===== src/rtl/gpev_pkg.sv =====
package gpev_pkg;
    localparam int BANK_W      = 32;
    localparam int NUM_MODES   = 6;
    localparam int STAT_OFS    = 'h40;
    localparam int EN_OFS      = 'h4C;
    localparam int MODE_STRIDE = 12;
    localparam int BANK_STRIDE = 4;

    // Detector kinds; the value is the index of the enable word group.
    typedef enum logic [2:0] {
        MD_RISE  = 3'd0,
        MD_FALL  = 3'd1,
        MD_HIGH  = 3'd2,
        MD_LOW   = 3'd3,
        MD_ARISE = 3'd4,
        MD_AFALL = 3'd5
    } det_mode_e;

    function automatic int en_addr(input int mode, input int bank);
        return EN_OFS + mode * MODE_STRIDE + bank * BANK_STRIDE;
    endfunction

    function automatic int stat_addr(input int bank);
        return STAT_OFS + bank * BANK_STRIDE;
    endfunction
endpackage


===== src/rtl/gpev_enables.sv =====
module gpev_enables
    import gpev_pkg::*;
#(
    parameter int NUM_PINS = 54,
    parameter int ADDR_W   = 8
) (
    input  logic                                clk,
    input  logic                                rst_n,
    input  logic                                wr_en,
    input  logic [ADDR_W-1:0]                   addr,
    input  logic [BANK_W-1:0]                   wdata,
    output logic [NUM_MODES-1:0][NUM_PINS-1:0]  en_q,
    output logic [BANK_W-1:0]                   rdata
);
    localparam int NB = (NUM_PINS + BANK_W - 1) / BANK_W;

    // Each pin bit is written from the word that maps it.
    always_ff @(posedge clk or negedge rst_n) begin
        if (!rst_n) begin
            en_q <= '0;
        end else if (wr_en) begin
            for (int m = 0; m < NUM_MODES; m++) begin
                for (int i = 0; i < NUM_PINS; i++) begin
                    if (addr == ADDR_W'(en_addr(m, i / BANK_W)))
                        en_q[m][i] <= wdata[i % BANK_W];
                end
            end
        end
    end

    // Bits past the last pin read as zero.
    always_comb begin
        rdata = '0;
        for (int m = 0; m < NUM_MODES; m++) begin
            for (int b = 0; b < NB; b++) begin
                if (addr == ADDR_W'(en_addr(m, b))) begin
                    for (int k = 0; k < BANK_W; k++) begin
                        if (b * BANK_W + k < NUM_PINS)
                            rdata[k] = en_q[m][b * BANK_W + k];
                    end
                end
            end
        end
    end
endmodule


===== src/rtl/gpev_detect.sv =====
module gpev_detect
    import gpev_pkg::*;
#(
    parameter int NUM_PINS = 54
) (
    input  logic                                clk,
    input  logic                                rst_n,
    input  logic [NUM_PINS-1:0]                 pins_sync,
    input  logic [NUM_PINS-1:0]                 pins_raw,
    input  logic [NUM_MODES-1:0][NUM_PINS-1:0]  en,
    output logic [NUM_PINS-1:0]                 evt
);
    logic [NUM_PINS-1:0] sync_prev;
    logic [NUM_PINS-1:0] raw_cap;
    logic [NUM_PINS-1:0] raw_prev;

    always_ff @(posedge clk or negedge rst_n) begin
        if (!rst_n) begin
            sync_prev <= '0;
            raw_cap   <= '0;
            raw_prev  <= '0;
        end else begin
            sync_prev <= pins_sync;
            raw_cap   <= pins_raw;
            raw_prev  <= raw_cap;
        end
    end

    for (genvar i = 0; i < NUM_PINS; i++) begin : g_pin
        logic s_rise, s_fall, r_rise, r_fall;
        assign s_rise = pins_sync[i] & ~sync_prev[i];
        assign s_fall = ~pins_sync[i] & sync_prev[i];
        assign r_rise = raw_cap[i] & ~raw_prev[i];
        assign r_fall = ~raw_cap[i] & raw_prev[i];
        assign evt[i] = (en[int'(MD_RISE)][i]  & s_rise)
                      | (en[int'(MD_FALL)][i]  & s_fall)
                      | (en[int'(MD_HIGH)][i]  & pins_sync[i])
                      | (en[int'(MD_LOW)][i]   & ~pins_sync[i])
                      | (en[int'(MD_ARISE)][i] & r_rise)
                      | (en[int'(MD_AFALL)][i] & r_fall);
    end
endmodule


===== src/rtl/gpev_status.sv =====
module gpev_status
    import gpev_pkg::*;
#(
    parameter int NUM_PINS   = 54,
    parameter int ADDR_W     = 8,
    parameter int IRQ1_FIRST = 28,
    parameter int IRQ2_FIRST = 46
) (
    input  logic                 clk,
    input  logic                 rst_n,
    input  logic                 wr_en,
    input  logic [ADDR_W-1:0]    addr,
    input  logic [BANK_W-1:0]    wdata,
    input  logic [NUM_PINS-1:0]  evt,
    output logic [NUM_PINS-1:0]  status_q,
    output logic [BANK_W-1:0]    rdata,
    output logic [2:0]           irq
);
    localparam int NB = (NUM_PINS + BANK_W - 1) / BANK_W;
    localparam int GRP_LO [3] = '{0, IRQ1_FIRST, IRQ2_FIRST};
    localparam int GRP_HI [3] = '{IRQ1_FIRST - 1, IRQ2_FIRST - 1, NUM_PINS - 1};

    logic [NUM_PINS-1:0] clr;

    always_comb begin
        clr = '0;
        if (wr_en) begin
            for (int i = 0; i < NUM_PINS; i++) begin
                if (addr == ADDR_W'(stat_addr(i / BANK_W)))
                    clr[i] = wdata[i % BANK_W];
            end
        end
    end

    // A new event outranks a clear of the same bit.
    always_ff @(posedge clk or negedge rst_n) begin
        if (!rst_n) status_q <= '0;
        else        status_q <= (status_q & ~clr) | evt;
    end

    always_comb begin
        rdata = '0;
        for (int b = 0; b < NB; b++) begin
            if (addr == ADDR_W'(stat_addr(b))) begin
                for (int k = 0; k < BANK_W; k++) begin
                    if (b * BANK_W + k < NUM_PINS)
                        rdata[k] = status_q[b * BANK_W + k];
                end
            end
        end
    end

    for (genvar g = 0; g < 3; g++) begin : g_irq
        assign irq[g] = |status_q[GRP_HI[g]:GRP_LO[g]];
    end
endmodule


===== src/rtl/gpio_event_unit.sv =====
module gpio_event_unit
    import gpev_pkg::*;
#(
    parameter int NUM_PINS   = 54,
    parameter int ADDR_W     = 8,
    parameter int IRQ1_FIRST = 28,
    parameter int IRQ2_FIRST = 46
) (
    input  logic                clk,
    input  logic                rst_n,
    input  logic [NUM_PINS-1:0] pins_sync,
    input  logic [NUM_PINS-1:0] pins_raw,
    input  logic                reg_wr,
    input  logic [ADDR_W-1:0]   reg_addr,
    input  logic [BANK_W-1:0]   reg_wdata,
    output logic [BANK_W-1:0]   reg_rdata,
    output logic [2:0]          irq
);
    logic [NUM_MODES-1:0][NUM_PINS-1:0] en_vec;
    logic [NUM_PINS-1:0]                det_evt;
    logic [NUM_PINS-1:0]                stat_vec;
    logic [BANK_W-1:0]                  en_rdata;
    logic [BANK_W-1:0]                  st_rdata;

    gpev_enables #(.NUM_PINS(NUM_PINS), .ADDR_W(ADDR_W)) u_en (
        .clk(clk), .rst_n(rst_n), .wr_en(reg_wr), .addr(reg_addr),
        .wdata(reg_wdata), .en_q(en_vec), .rdata(en_rdata)
    );

    gpev_detect #(.NUM_PINS(NUM_PINS)) u_det (
        .clk(clk), .rst_n(rst_n), .pins_sync(pins_sync), .pins_raw(pins_raw),
        .en(en_vec), .evt(det_evt)
    );

    gpev_status #(.NUM_PINS(NUM_PINS), .ADDR_W(ADDR_W),
                  .IRQ1_FIRST(IRQ1_FIRST), .IRQ2_FIRST(IRQ2_FIRST)) u_st (
        .clk(clk), .rst_n(rst_n), .wr_en(reg_wr), .addr(reg_addr),
        .wdata(reg_wdata), .evt(det_evt), .status_q(stat_vec),
        .rdata(st_rdata), .irq(irq)
    );

    // Address ranges are disjoint, so at most one side is nonzero.
    assign reg_rdata = en_rdata | st_rdata;
endmodule


===== config.mk =====
export PLATFORM = sky130hd
export DESIGN_NAME = gpio_event_unit
export DESIGN_NICKNAME = d
export VERILOG_FILES = /design/src/rtl/gpev_pkg.sv /design/src/rtl/gpev_enables.sv /design/src/rtl/gpev_detect.sv /design/src/rtl/gpev_status.sv /design/src/rtl/gpio_event_unit.sv
export SDC_FILE = /design/constraint.sdc
export NUM_CORES = 1
export LEC_CHECK = 0
export BUFFER_PORTS_ARGS = -buffer_cell sky130_fd_sc_hd__buf_2
export CELL_PAD_IN_SITES_DETAIL_PLACEMENT = 0
export CELL_PAD_IN_SITES_GLOBAL_PLACEMENT = 1
export CORE_MARGIN = 2
export CORE_UTILIZATION = 30
export CTS_CLUSTER_DIAMETER = 100
export DETAILED_ROUTE_END_ITERATION = 8
export PLACE_DENSITY_LB_ADDON = 0.1
export SETUP_SLACK_MARGIN = 0.05
export SYNTH_ARGS = -nofsm -noshare
export SYNTH_HDL_FRONTEND = slang
export SYNTH_HIERARCHICAL = 1
export SYNTH_SLANG_ARGS = --single-unit

===== constraint.sdc =====
create_clock -name clk -period 2.5 [get_ports clk]
set_input_delay 0.5 -clock clk [delete_from_list [all_inputs] [get_ports clk]]
set_output_delay 0.5 -clock clk [all_outputs]
set_load 0.01 [all_outputs]

# == Word-level counts from Yosys, hierarchy flattened ==
# Cells that the tools add are included.
# op_classes
eq_ne,14
mux,69
bitwise_logic,1030
reduce_logical,15
# ops
cell,count
$and A1 B1 Y1,540
$or A1 B1 Y1,270
$mux W32,7
$not A1 Y1,216
$mux W22,7
$eq A8 B7 Y1 const B,11
$and A54 B54 Y54,1
$mux W1,54
$mux W54,1
$not A54 Y54,1
$or A54 B54 Y54,1
$or A32 B32 Y32,1
$reduce_or A28 Y1,1
$eq A8 B8 Y1 const B,3
$reduce_and A2 Y1,12
$reduce_or A18 Y1,1
$reduce_or A8 Y1,1
# totals
register_bits,540
input_bits,151
output_inout_bits,35
wordCells,1144

# == Longest topological paths before layout ==
# Gate-level depths: netlist of run 1.
# depth
ltp_word,14
ltp_mapped,9
ltp_nobuf,6

# == Hierarchy ==
# The synthesis of run 1 kept the hierarchy.
# modules_own_cells
mod,instances,cells_per_inst,area_each_um2,seq_area_each_um2
gpev_enables,1,1196,15215.8,8107.8
gpev_detect,1,486,6283.5,4053.9
gpev_status,1,300,2628.8,1351.3
gpio_event_unit,1,32,200.2,0.0

# == Least setup slack after synthesis of run 1 ==
# Ideal clock, no wire load.
# synth_timing
kind,input port to output port
from,input reg_addr[5]
to,output reg_rdata[13]
arrival_time_ps,2225
required_ps,2000
slack_ps,-225
stages,8
n_path_buf,2
path_cell_list,buf_4 > or4b_4 > nor2_2 > buf_4 > o21ai_0 > a222oi_1 > nand2_1 > or2_1
# synth_via
elab_chain_len,14
word_cells_on_any_way,29
classes_between,eq/ne: 14; mux: 14; bitwise: 1
# synth_lines
item,line,source
start: declaration,gpio_event_unit.sv:14,"input logic [ADDR_W-1:0] reg_addr,"
$eq A8 B7 Y1,gpev_enables.sv:36,"if (addr == ADDR_W'(en_addr(m, b))) begin"
$mux W32,gpev_enables.sv:36,
$mux W22,gpev_enables.sv:36,
$mux W32,gpev_enables.sv:36,
$mux W22,gpev_enables.sv:36,
$mux W32,gpev_enables.sv:36,
$mux W22,gpev_enables.sv:36,
$mux W32,gpev_enables.sv:36,
$mux W22,gpev_enables.sv:36,
$mux W32,gpev_enables.sv:36,
$mux W22,gpev_enables.sv:36,
$mux W32,gpev_enables.sv:36,
$mux W22 (*),gpev_enables.sv:36,
net en_rdata[13],gpio_event_unit.sv:22,logic [BANK_W-1:0] en_rdata;
$or A32 B32 Y32 (*),gpio_event_unit.sv:43,assign reg_rdata = en_rdata | st_rdata;
end: declaration,gpio_event_unit.sv:16,"output logic [BANK_W-1:0] reg_rdata,"
# Mark *: on every way through the listed nets, which the timed path passes. The rest lies on a longest branch.

# == Worst setup path after layout of run 1 ==
# layout_timing
from,input reg_addr[6]
to,output reg_rdata[9]
# The elaborated chain is that of the path after synthesis.

==> flow_summary.rst, run 1 <==
.. list-table::
   :header-rows: 1

   * - Metric
     - Value
   * - Class of the most critical setup path
     - in -> out
   * - Number of core rows
     - 104
   * - HPWL after detailed placement
     - 65.76 mm
   * - Smallest setup slack after layout
     - -456.6 ps
   * - Register-to-Register Setup Slack
     - 1180 ps
   * - CP Cell Sequence
     - buf_12, or4b_4, nor2_4, buf_6, nand2_2, a222oi_1, nand2_1, or2_4, buf_6
   * - Antenna-violating nets left
     - 0
   * - Number of flops mapped to enable cells by yosys
     - 0
   * - Routed WL per cell
     - 26.75 um
   * - Worst Hold Depth
     - 1
   * - Synthesis-stage register bit count
     - 540
   * - Maximum fanout count along the critical path
     - 5
   * - Critical path depth
     - 9
   * - Flip-flop cell with the highest count after synthesis
     - sky130_fd_sc_hd__dfrtp_1
   * - Antenna violations before repair
     - 4
   * - Number of sinks driven by the clock tree
     - 540
   * - Area leader, netlist
     - sky130_fd_sc_hd__dfrtp_1
   * - Ratio of routed vias to standard cells
     - 5.280
   * - Setup Skew
     - 29.90 ps
   * - Achievable clock frequency
     - 338.2 MHz
   * - Quantity of I/O buffers inserted on ports
     - 185
   * - TritonCTS buffer count
     - 68
   * - Global-route congestion overflow total
     - 0
   * - Height of the die
     - 288.8 um
   * - Crit path required time
     - 2000 ps
   * - GRT Util Overall
     - 22.85%
   * - Cell at the slowest stage of the critical path
     - sky130_fd_sc_hd__or4b_4
   * - Mean instance size in the synthesized netlist
     - 12.08 um2
   * - Worst hold-check path type
     - in -> reg
   * - Share of synthesized area occupied by flip-flops and latches
     - 55.54%
   * - Arrival time at the worst endpoint
     - 2460 ps
   * - Cell type group with the largest total delay on the critical path
     - simple AND/OR/NAND/NOR gates
   * - Wire length of the first global-routing pass
     - 137.8 mm
   * - Worst slew pin tran
     - 564.6 ps
   * - Number of pins exceeding their max-slew limit in the final report
     - 0
   * - Number of maximum-capacitance constraint violations
     - 0
   * - Worst relative slew slack
     - 62.36%
   * - Core region area
     - 0.08042 mm2
   * - Period Utilization, post-route
     - 118.3%
   * - Total Routed Length
     - 95.39 mm
   * - Die width
     - 288.8 um
   * - Largest net degree at the start of global routing
     - 79
   * - Area added between synthesis and finish
     - 32.73%
   * - Pwr dens
     - 650.5 mW/mm2
   * - Final hold violation count
     - 0
   * - Clock tree from TritonCTS
     - built
   * - Via count of the first global-routing pass
     - 19580
   * - Category of the worst setup path capture point
     - output port
   * - Cell repeated most along the worst path
     - sky130_fd_sc_hd__buf_6
   * - Skew-Pair Late Insertion Delay
     - 620 ps
   * - Worst hold slack after final layout
     - 32.37 ps
   * - Worst IR drop on VDD
     - 0.4120 mV
   * - Cell area after technology mapping
     - 0.02433 mm2
   * - Fin nets
     - 2605
   * - Layout cell share with drive strength beyond 1
     - 38.94%
   * - Max stage delay on crit path
     - 550 ps
   * - Worst setup SP type
     - input pin
   * - Number of cells produced by synthesis
     - 2014
   * - Critical path origin
     - reg_addr[6]
   * - Syn Nets
     - 2165
   * - CTS root buffer
     - sky130_fd_sc_hd__clkbuf_16
   * - Worst R2R Start
     - u_en/en_q[21]
   * - Shortest period the worst path allows
     - 2957 ps
   * - Biggest area contributors in the synthesized netlist
     - sky130_fd_sc_hd__dfrtp_1 56%, sky130_fd_sc_hd__mux2_2 14%, sky130_fd_sc_hd__nor2_1 2.1%, sky130_fd_sc_hd__o221ai_1 2.1%, sky130_fd_sc_hd__a211oi_1 2.0%
   * - Synth async-reset ratio
     - 100.0%
   * - Io pins
     - 186
   * - Count of endpoints failing setup in the final report
     - 34
   * - Number of cell instances on the worst register-to-register path
     - 5
   * - Final GP Congestion
     - 0.8757
   * - Crit path buf inv count
     - 3
   * - Count of vias placed by the detailed router
     - 18830
   * - Starting utilization of the core area
     - 30.25%
   * - Final design utilization
     - 40.15%
   * - Share of Yosys cell area claimed by the top area cell type
     - 55.54%
   * - Floorplan die area
     - 0.08339 mm2
   * - DRC
     - 0
   * - Number of distinct library cells after synthesis
     - 70
   * - Reg-to-reg critical path endpoint
     - u_st/status_q[21]
   * - Clock transition at path regs
     - 60 ps
   * - Fill count
     - 7715
   * - Count of routing violations after the opening detailed-route iteration
     - 1340
   * - Crit path capture
     - reg_rdata[9]
   * - Synth warnings
     - 6
   * - H-Tree Level Count
     - 3
   * - Violated checks
     - negative setup slack
   * - Pre-antenna DRT Iters
     - 7
   * - RSZ-0062 raised after global routing
     - true
   * - Longest Clk Path Bufs
     - 3
   * - Run status
     - finished with violations
   * - Reported leakage power
     - 0.01474 uW
==> cell usage after synthesis, types with 13 or more instances <==
cell type / number
sky130_fd_sc_hd__o221ai_1: 57
sky130_fd_sc_hd__nand3b_1: 54
sky130_fd_sc_hd__a22oi_1: 20
sky130_fd_sc_hd__a21oi_1: 80
sky130_fd_sc_hd__mux2_4: 30
sky130_fd_sc_hd__nor2_1: 138
sky130_fd_sc_hd__a22o_1: 22
sky130_fd_sc_hd__nand3_1: 15
sky130_fd_sc_hd__buf_2: 59
sky130_fd_sc_hd__and3_1: 14
sky130_fd_sc_hd__o22ai_1: 28
sky130_fd_sc_hd__a222oi_1: 14
sky130_fd_sc_hd__clkbuf_1: 44
sky130_fd_sc_hd__mux2i_1: 13
sky130_fd_sc_hd__a211oi_1: 64
sky130_fd_sc_hd__nor3b_1: 59
sky130_fd_sc_hd__or2_1: 32
sky130_fd_sc_hd__o21ai_0: 27
sky130_fd_sc_hd__mux2_2: 295
sky130_fd_sc_hd__o211ai_1: 20
sky130_fd_sc_hd__inv_1: 16
sky130_fd_sc_hd__dfrtp_1: 540
sky130_fd_sc_hd__nand2_1: 128
sky130_fd_sc_hd__a21o_1: 20
sky130_fd_sc_hd__nor2b_1: 63
==> power by group <==
group / switching, uW / internal (uW)
logic: 848 / 763
registers: 351 / 9130
clock network: 3940 / 5970
total: 5130 / 15900
==> cells by family after synthesis <==
group,Yosys count,share of synthesized area (%)
xor+xnor,1,0.03601
simple gates,572,13.01
mux,340,16.13
flops,540,55.54
buf+inv,140,2.669
compound gates,421,12.61
==> repair_timing <==
item,in CTS,in global routing
endpoints found under the setup margin,34,35
hold endpoints to repair,96,0
gates resized for setup,96,79
pin swaps,30,62
buffers inserted,21,12
hold buffers,65,0
cloned,3,0
==> layout by cell type (no fill, tap or decap), types with 10 or more instances in the layout <==
master                          synthesis  routed
sky130_fd_sc_hd__mux2_2               295     295
sky130_fd_sc_hd__nand2_1              128     117
sky130_fd_sc_hd__nand2_2                2      10
sky130_fd_sc_hd__buf_6                  3      29
sky130_fd_sc_hd__nand3_1               15      13
sky130_fd_sc_hd__clkbuf_1              44      13
sky130_fd_sc_hd__buf_2                 59     170
sky130_fd_sc_hd__nor2b_1               63      62
sky130_fd_sc_hd__buf_12                 0      51
sky130_fd_sc_hd__mux2i_1               13      13
sky130_fd_sc_hd__and3_1                14      12
sky130_fd_sc_hd__a21oi_1               80      79
sky130_fd_sc_hd__o211ai_1              20      20
sky130_fd_sc_hd__clkbuf_16              0      69
sky130_fd_sc_hd__nor2_1               138     136
sky130_fd_sc_hd__a31oi_1               11      11
sky130_fd_sc_hd__o221ai_1              57      56
sky130_fd_sc_hd__buf_4                  7     171
sky130_fd_sc_hd__a211oi_1              64      59
sky130_fd_sc_hd__inv_1                 16      16
sky130_fd_sc_hd__a22o_1                22      22
sky130_fd_sc_hd__mux2_4                30      30
sky130_fd_sc_hd__dfrtp_1              540     531
sky130_fd_sc_hd__or2_1                 32      29
sky130_fd_sc_hd__nand4_1               11      11
sky130_fd_sc_hd__a21o_1                20      20
sky130_fd_sc_hd__a222oi_1              14      14
sky130_fd_sc_hd__dlygate4sd3_1          0      65
sky130_fd_sc_hd__nand3b_1              54      54
sky130_fd_sc_hd__nor3b_1               59      59
sky130_fd_sc_hd__o21ai_0               27      13
sky130_fd_sc_hd__o22ai_1               28      19
sky130_fd_sc_hd__a22oi_1               20      18
sky130_fd_sc_hd__clkbuf_8               0      23
==> metrics by stage <==
stage,cell area [um2],std cells,setup WS [ps],TNS [ps],total power (uW)
3_3_place_gp,28220,3345,-594.2,-27310,11090
6_report,32290,3566,-456.6,-10980,21010
4_1_cts,31810,3554,-463.0,-12180,21300
3_5_place_dp,28220,3345,-583.9,-30320,11110
2_1_floorplan,24410,2014,-148.7,-942.7,10200
5_1_grt,32290,3565,-516.7,-13290,21850
==> worst min path at each step <==
stage                                  from             endpoint  slack (ps)
after CTS                      pins_sync[2]   u_det/sync_prev[2]           5
after floorplan                       rst_n     u_det/raw_cap[0]         200
after global placement     u_det/raw_cap[2]    u_det/raw_prev[2]         380
final                          pins_raw[16]    u_det/raw_cap[16]          30
after global routing          pins_sync[37]  u_det/sync_prev[37]          20
after detailed placement  u_det/raw_cap[29]   u_det/raw_prev[29]         380
==> sequential cells by signal, indices dropped and copies added (netlist names) <==
name	count
u_en/en_q	324
u_det/raw_prev	54
u_det/raw_cap	54
u_st/status_q	54
u_det/sync_prev	54
==> worst register-to-register path, delay by kind of cell, from the launching register on <==
kind	cells	cell delay [ps]
compound gates	2	290
flops	1	420
simple gates	3	510
==> routing by layer <==
layer | global-route usage, % | wire length, um | vias to the layer above
met3 | 3.175 | 4342 | 169
li1 | - | - | 8408
met4 | 7.822 | 3115 | 6
met1 | 30.39 | 41640 | 9713
met5 | 0 | 38 | -
met2 | 38.18 | 46260 | 532
==> layout make-up <==
class                   instances  area, um2  share of cell area [%]
repair buffers                494       4308                   13.34
clock buffers                 105       2092                   6.479
well taps                    1060       1326                   4.107
multi-input cells            1334      10810                   33.48
flip-flops and latches        540      13520                   41.88
clock inverters                15      163.9                  0.5076
inverters                      16      60.06                  0.1860
diodes                          2      5.005                 0.01550
No activity file was read; power rests on OpenSTA's default activity.
==> run 2: changes to the inputs <==
RECOVER_POWER = 25   (was default)
==> flow_summary.rst, run 2 (synthesis gave the netlist of run 1 again) <==
.. list-table::
   :header-rows: 1

   * - Metric
     - Value
   * - Wire length of the first global-routing pass
     - 137.8 mm
   * - Pre-antenna DRT Iters
     - 7
   * - Maximum fanout count along the critical path
     - 5
   * - GRT Util Overall
     - 22.85%
   * - Violated checks
     - max-capacitance violations, max-slew violations, negative setup slack
   * - CTS root buffer
     - sky130_fd_sc_hd__clkbuf_16
   * - DRC
     - 0
   * - Class of the most critical setup path
     - in -> out
   * - Worst Hold Depth
     - 1
   * - Period Utilization, post-route
     - 117.7%
   * - Core region area
     - 0.08042 mm2
   * - Busiest layer in global routing
     - met2
   * - Worst IR drop on VDD
     - 0.4119 mV
   * - Smallest setup slack after layout
     - -443.7 ps
   * - Total Routed Length
     - 95.42 mm
   * - Floorplan die area
     - 0.08339 mm2
   * - Ratio of routed vias to standard cells
     - 5.270
   * - Destination of the worst hold path
     - u_det/raw_cap[16]
   * - Final hold violation count
     - 0
   * - Number of sinks driven by the clock tree
     - 540
   * - Antenna-violating nets left
     - 0
   * - Largest register by flop count
     - u_en/en_q
   * - Die width
     - 288.8 um
   * - H-Tree Level Count
     - 3
   * - Clock tree from TritonCTS
     - built
   * - Count of endpoints failing setup in the final report
     - 34
   * - Worst hold-check path type
     - in -> reg
   * - Worst setup SP type
     - input pin
   * - Antenna violations before repair
     - 4
   * - Skew-Pair Late Insertion Delay
     - 620 ps
   * - Final GP Congestion
     - 0.8757
   * - TritonCTS buffer count
     - 68
   * - Critical path origin
     - reg_addr[6]
   * - Worst hold path startpoint
     - pins_raw[16]
   * - Clock transition at path regs
     - 60 ps
   * - Reg-to-reg critical path endpoint
     - u_st/status_q[21]
   * - Largest net degree at the start of global routing
     - 79
   * - Longest Clk Path Bufs
     - 3
   * - RSZ-0062 raised after global routing
     - true
   * - Count of routing violations after the opening detailed-route iteration
     - 1357
   * - Category of the worst setup path capture point
     - output port
   * - Crit path required time
     - 2000 ps
   * - Global-route congestion overflow total
     - 0
   * - Shortest period the worst path allows
     - 2944 ps
   * - Reported leakage power
     - 0.01457 uW
   * - Leading cell type in the layout, fill and taps excluded
     - sky130_fd_sc_hd__dfrtp_1
   * - Arrival time at the worst endpoint
     - 2440 ps
   * - Pwr dens
     - 651.9 mW/mm2
   * - HPWL after detailed placement
     - 65.76 mm
   * - Overall Power
     - 20980 uW
   * - Fill count
     - 7723
   * - M3 GR Usage
     - 3.175%
   * - Number of cell instances on the worst register-to-register path
     - 5
   * - Register-to-Register Setup Slack
     - 1180 ps
   * - Quantity of I/O buffers inserted on ports
     - 185
   * - Via count of the first global-routing pass
     - 19580
   * - Achievable clock frequency
     - 339.7 MHz
   * - Most used cells in the layout excluding fill and tap cells
     - 531 x sky130_fd_sc_hd__dfrtp_1, 295 x sky130_fd_sc_hd__mux2_2, 167 x sky130_fd_sc_hd__buf_4
   * - Worst relative slew slack
     - -16.76%
   * - Layout cell share with drive strength beyond 1
     - 36.58%
   * - Area added between synthesis and finish
     - 32.31%
   * - Number of maximum-capacitance constraint violations
     - 1
   * - Number of core rows
     - 104
   * - Flip-flop count of the largest register after layout
     - 324
   * - GR Layer Usage met1
     - 30.39%
   * - Starting utilization of the core area
     - 30.25%
   * - Routed WL per cell
     - 26.76 um
   * - Final setup TNS
     - -10970 ps
   * - Fin nets
     - 2605
   * - Worst slew pin tran
     - 1751 ps
   * - Worst R2R Start
     - u_en/en_q[21]
   * - Global-route met2 utilization
     - 38.18%
   * - Io pins
     - 186
   * - Count of vias placed by the detailed router
     - 18790
   * - Setup Skew
     - 28.93 ps
   * - Number of pins exceeding their max-slew limit in the final report
     - 41
   * - Height of the die
     - 288.8 um
   * - Run status
     - finished with violations
## run 2: worst max-delay path by stage
stage,to,slack (ps)
detailed placement,reg_rdata[19],-580
floorplan,reg_rdata[13],-150
global route,reg_rdata[14],-520
finish,reg_rdata[9],-440
CTS,reg_rdata[20],-460
global placement,reg_rdata[19],-590
## run 2: layer usage
metal / wire length, um / part of all wire [%]
met3: 4063 / 4.3
met4: 3150 / 3.3
met2: 46290 / 49
met5: 38 / 0.040
met1: 41870 / 44
## run 2: report_power, final
group / internal, uW / switching, uW
sequential: 9130 / 351
clock: 5970 / 3930
combinational: 745 / 848
total: 15900 / 5130
## run 2: stage by stage
stage,instances,hold WS (ps),setup slack [ps],util (%),cell area [um2]
2_1_floorplan,2014,204.4,-148.7,-,24410
3_3_place_gp,3345,380.1,-594.2,35.09,28220
3_5_place_dp,3345,379.7,-583.9,35.09,28220
4_1_cts,3554,5.336,-463.0,39.55,31810
5_1_grt,3565,31.82,-516.7,40.02,32190
6_report,3566,45.93,-443.7,40.03,32190
## run 2: cell type report
class	instances	area, um2	share of cell area, %
diodes	2	5.005	0.01555
clock buffers	105	2092	6.499
clock inverters	15	163.9	0.5092
inverters	16	60.06	0.1866
multi-input cells	1334	10810	33.59
flip-flops and latches	540	13520	42.02
well taps	1060	1326	4.120
repair buffers	494	4205	13.06
## run 2: worst max-delay path, stage by stage
cell	delay, ps
sky130_fd_sc_hd__buf_12	110
sky130_fd_sc_hd__or4b_4	550
sky130_fd_sc_hd__nor2_4	220
sky130_fd_sc_hd__buf_6	130
sky130_fd_sc_hd__nand2_2	30
sky130_fd_sc_hd__a222oi_1	350
sky130_fd_sc_hd__nand2_1	150
sky130_fd_sc_hd__or2_4	270
sky130_fd_sc_hd__buf_6	120
## run 2: timing repair
action / CTS / global route
pin swaps: 30 / 62
endpoints found under the hold margin: 96 / 0
gates cloned: 3 / 0
buffers inserted: 21 / 12
setup endpoints to repair: 34 / 35
hold buffers: 65 / 0
gates resized for setup: 96 / 79
